### config.mk
export PLATFORM = sky130hd
export DESIGN_NAME = txfs_gen
export DESIGN_NICKNAME = d
export VERILOG_FILES = /design/src/rtl/txfs_pkg.sv /design/src/rtl/txfs_period_gen.sv /design/src/rtl/txfs_copy_shot.sv /design/src/rtl/txfs_src_mux.sv /design/src/rtl/txfs_gen.sv
export SDC_FILE = /design/constraint.sdc
export NUM_CORES = 1
export LEC_CHECK = 0
export BUFFER_PORTS_ARGS = -buffer_cell sky130_fd_sc_hd__buf_2
export CAP_MARGIN = 20
export CORE_MARGIN = 10
export CORE_UTILIZATION = 44
export DETAILED_ROUTE_END_ITERATION = 12
export GPL_ROUTABILITY_DRIVEN = 0
export GPL_TIMING_DRIVEN = 0
export PLACE_DENSITY_LB_ADDON = 0.2
export SYNTH_ARGS = -nofsm -noshare
export SYNTH_HDL_FRONTEND = slang
export SYNTH_SLANG_ARGS = --single-unit
export TNS_END_PERCENT = 100
### constraint.sdc
create_clock -name clk -period 2.95 [get_ports clk]
set_clock_uncertainty 0.15 [all_clocks]
set_input_delay 0.59 -clock clk [delete_from_list [all_inputs] [get_ports clk]]
set_output_delay 0.59 -clock clk [all_outputs]
set_load 0.1 [all_outputs]
### src/rtl/txfs_pkg.sv
package txfs_pkg;

    localparam int PER_W_DEF = 12;
    localparam int WID_W_DEF = 8;

    typedef enum logic [1:0] {
        SRC_PIN      = 2'd0,
        SRC_COPY     = 2'd1,
        SRC_PERIODIC = 2'd2
    } sync_src_e;

    function automatic sync_src_e pick_src(input logic internal, input logic periodic);
        if (!internal)
            return SRC_PIN;
        else if (periodic)
            return SRC_PERIODIC;
        else
            return SRC_COPY;
    endfunction

endpackage

### src/rtl/txfs_period_gen.sv
module txfs_period_gen #(
    parameter int PER_W = txfs_pkg::PER_W_DEF,
    parameter int WID_W = txfs_pkg::WID_W_DEF
) (
    input  logic             clk,
    input  logic             rst,
    input  logic             tick_i,
    input  logic [PER_W-1:0] per_i,
    input  logic [WID_W-1:0] wid_i,
    output logic             pulse_o
);
    localparam int CMP_W = (PER_W > WID_W) ? PER_W : WID_W;

    typedef struct packed {
        logic [PER_W-1:0] per;
        logic [WID_W-1:0] wid;
    } frame_cfg_t;

    frame_cfg_t       cfg_q, cfg_nx;
    logic [PER_W-1:0] cnt_q, cnt_nx;
    logic             run_q;
    logic             hi_q, hi_nx;
    logic             wrap;

    // Start of a new frame: after reset, or once the last count is reached.
    always_comb begin
        wrap = !run_q || (cnt_q == cfg_q.per);
        if (wrap) begin
            cnt_nx     = '0;
            cfg_nx.per = per_i;
            cfg_nx.wid = wid_i;
        end else begin
            cnt_nx = cnt_q + PER_W'(1);
            cfg_nx = cfg_q;
        end
        hi_nx = CMP_W'(cnt_nx) <= CMP_W'(cfg_nx.wid);
    end

    always_ff @(posedge clk) begin
        if (rst) begin
            cnt_q <= '0;
            cfg_q <= '0;
            run_q <= 1'b0;
            hi_q  <= 1'b0;
        end else if (tick_i) begin
            cnt_q <= cnt_nx;
            cfg_q <= cfg_nx;
            run_q <= 1'b1;
            hi_q  <= hi_nx;
        end
    end

    assign pulse_o = hi_q;

endmodule

### src/rtl/txfs_copy_shot.sv
module txfs_copy_shot (
    input  logic clk,
    input  logic rst,
    input  logic tick_i,
    input  logic copy_i,
    output logic shot_o
);
    logic pend_q;
    logic shot_q;

    always_ff @(posedge clk) begin
        if (rst) begin
            pend_q <= 1'b0;
            shot_q <= 1'b0;
        end else if (tick_i) begin
            shot_q <= pend_q | copy_i;
            pend_q <= 1'b0;
        end else begin
            pend_q <= pend_q | copy_i;
        end
    end

    assign shot_o = shot_q;

endmodule

### src/rtl/txfs_src_mux.sv
module txfs_src_mux
    import txfs_pkg::*;
(
    input  sync_src_e sel_i,
    input  logic      pin_i,
    input  logic      copy_i,
    input  logic      per_i,
    output logic      sync_o
);
    always_comb begin
        unique case (sel_i)
            SRC_COPY:     sync_o = copy_i;
            SRC_PERIODIC: sync_o = per_i;
            default:      sync_o = pin_i;
        endcase
    end

endmodule

### src/rtl/txfs_gen.sv
module txfs_gen
    import txfs_pkg::*;
#(
    parameter int PER_W = PER_W_DEF,
    parameter int WID_W = WID_W_DEF
) (
    input  logic             clk,
    input  logic             rst,
    input  logic             tick_i,
    input  logic             int_sync_en,
    input  logic             periodic_mode,
    input  logic [PER_W-1:0] period_m1,
    input  logic [WID_W-1:0] width_m1,
    input  logic             ext_sync_i,
    input  logic             copy_evt_i,
    output logic             pulse_o,
    output logic             txsync_o
);
    sync_src_e src_sel;
    logic      shot_w;
    logic      per_w;

    assign src_sel = pick_src(int_sync_en, periodic_mode);

    txfs_period_gen #(.PER_W(PER_W), .WID_W(WID_W)) u_per (
        .clk     (clk),
        .rst     (rst),
        .tick_i  (tick_i),
        .per_i   (period_m1),
        .wid_i   (width_m1),
        .pulse_o (per_w)
    );

    txfs_copy_shot u_shot (
        .clk    (clk),
        .rst    (rst),
        .tick_i (tick_i),
        .copy_i (copy_evt_i),
        .shot_o (shot_w)
    );

    txfs_src_mux u_mux (
        .sel_i  (src_sel),
        .pin_i  (ext_sync_i),
        .copy_i (shot_w),
        .per_i  (per_w),
        .sync_o (txsync_o)
    );

    assign pulse_o = per_w;

endmodule

==> results.toml <==
[outcome]
status = "finished clean"

[worst_setup_path]
r2r_cells = 13
r2r-start = "u_per.cnt_q[9]"
required_ps = 2990
endpoint_kind = "flip-flop"
startpoint_type = "flip-flop"
crit_fanout = 7
critPathCapture = "u_per.pulse_o"
cp_slowest_cell = "dfxtp_1"
critPathArrivalTime_ps = 2900
critical_path_class = "flip-flop to flip-flop"
slowest_delay_ps = 310
critPathLaunch = "u_per.cnt_q[9]"
timing.rr.end = "u_per.pulse_o"
regToRegSetupSlack_ps = 90
critical_path.cell_chain = "buf_2 > xnor2_1 > nand4_1 > o31ai_4 > buf_6 > buf_12 > mux2_4 > ha_1 > nor2b_1 > o211ai_1 > a21oi_1 > o21ai_2 > a41o_1"

[detailed_routing]
viasPerCell = 5.39
drt-pass1-iter-count = 4
vias = 1823
routed_wl_um = 5020
wl_per_cell_um = 14.8
antenna_left = 0
drc = 0
drt_iter0_markers = 109

[power_and_ir_drop]
ir_drop_v = 0.000259
p_leak_nw = 0.990
cellPowerDensity_nw_per_um2 = 474
finalPower_mw = 1.15

[global_route]
grt_overflow_total = 0
track_usage_pct = 13.2
grt_pass1_vias = 1641
antenna_found_initial = 0
grt_pass1_wl_um = 8130
grt_start_max_net_pins = 11

[die]
num_rows = 24
core_area_sq_um = 4410
die_h_um = 88.1
die_x_um = 88.1
start_util_pct = 46.2
dieArea_sq_um = 7760
io-pin-count = 29

[yosys]
yosys_warnings = 0
synth.distinct_cells = 39
synth-main-ff-cell = "dfxtp_1"
yosysTopAreaCell = "dfxtp_1"
ys_top_cells_by_count = "dfxtp_1, nand2_1, nand3_1, a21oi_1, nor2_1"
synth_edf_count = 0
netlist_area_sq_um = 2040
synthArstFlopShare_pct = 0
ys_top_cells_by_area = "dfxtp_1, nand3_1, a21oi_1"
seq_area_frac_synth_pct = 35.3
yosysMostFrequentCell = "dfxtp_1"
syn_inst = 246
synth_top_area_share_pct = 35.3
synthesis.nets = 282
ys_ff_latch = 36
avgSynthCellArea_sq_um = 8.29

[timing]
period_needed_ps = 2860
tns_ps = 0
maxSlewHeadroom_pct = 63.3
maxSlewViolCount = 0
finalHoldViolCount = 0
worst_slew_pin_slew_ps = 550
fin_crit_sh_pct = 96.9
finalSetupViolCount = 0
hold_ws_ps = 304
fmax_ghz = 0.350

[cells_and_area]
antenna_cells = 0
area_delta_synth_final_pct = 19.4
drive_gt1_share_pct = 23.8
final_util_pct = 55.2
final_area_sq_um = 2440
final_nets = 322

[cts]
clock_latency_ps = 290
cts.sinks = 36
htreeDepth = 2
numCtsBuffers = 5
path_clk_slew_ps = 70
cts_root_buf = "clkbuf_8"
clockBufferDepth = 2
cts_tree = "built"

[placed_design]
portBuffers = 26
hpwl_um = 3610
postPlaceCellArea_sq_um = 2240

[min_path]
min_path_type = "flip-flop to flip-flop"
hp-start = "u_per.cfg_q[3]"

[job]
max_cap_violations = 0
==> through the flow <==
stage | worst slack (ps) | instances
floorplan | 153 | 246
global placement | -38.2 | 324
detailed placement | -57.5 | 324
CTS | 2.06 | 331
global route | -27.6 | 338
finish | 90.2 | 338
==> where the power goes <==
| group | internal (mW) | leakage, nW | switching, mW |
|---|---|---|---|
| logic | 0.109 | 0.643 | 0.136 |
| clock network | 0.208 | 0.0503 | 0.176 |
| registers | 0.510 | 0.296 | 0.0153 |
| total | 0.827 | 0.990 | 0.327 |
==> metal layers <==
layer / share of wire, % / global-route usage (%) / vias to the layer above
li1: - / - / 937
met1: 49 / 17.7 / 838
met2: 44 / 19.3 / 39
met3: 4.7 / 3.25 / 9
met4: 1.8 / 6.28 / 0
met5: 0 / 0 / -
==> critical path, delay by kind of cell, from the launching register on <==
kind | cells | cell delay (ps)
compound gates | 5 | 910
xor+xnor | 1 | 130
fa+ha+maj | 1 | 170
buf+inv | 3 | 470
flops | 1 | 310
mux | 1 | 290
simple gates | 2 | 330
==> cells in the final DEF (no fill, tap or decap), drive strengths merged, types with 3 or more instances in the layout <==
master / instances
and3: 3
buf: 48
xnor2: 15
inv: 3
mux2i: 9
clkbuf: 11
nand3: 27
o21ai: 3
a21oi: 26
nor2: 23
xor2: 12
nand4: 10
ha: 9
dfxtp: 36
nand2: 29
==> sequential cells by signal (all words and copies together), names as in the netlist <==
name,cells
u_shot.shot_o,1
u_per.cfg_q,20
u_per.pulse_o,1
u_per.run_q,1
u_per.cnt_q,12
u_shot.pend_q,1
==> final cells by class <==
class	count	area, sq um
timing repair buffer	33	195
buffer	19	133
sequential	36	726
inverter	3	11.3
clock buffer	7	96.3
tap	52	65.1
multi-input combinational	188	1210
fill	430	1980
==> kinds of logic (layout without fill, tap and decap cells) <==
kind of cell	Yosys count	after routing	share of synthesized area [%]
AO/OA/AOI/OAI	35	35	10.4
XOR/XNOR	27	27	12.0
AND/OR/NAND/NOR	107	107	25.3
adder cells (fa/ha/maj)	9	9	5.52
buffers and inverters	22	62	6.56
flip-flops	36	36	35.3
multiplexers	10	10	4.97
==> what timing repair did <==
action | 4_1_cts | 5_1_grt
pin swaps | 1 | 7
gates cloned | 0 | 0
resized for setup | 4 | 10
endpoints found under the setup margin | 1 | 1
hold buffers | 0 | 0
setup buffers | 0 | 7
==> worst min path at each step <==
stage	endpoint	cells after the start
after CTS	u_per.cfg_q[6]	2
after floorplan	u_per.cfg_q[0]	2
after global placement	u_per.cfg_q[0]	2
after global routing	u_per.cfg_q[6]	2
after detailed placement	u_per.cfg_q[6]	2
final	u_per.cfg_q[3]	2
(Power assumes the default switching activity.)
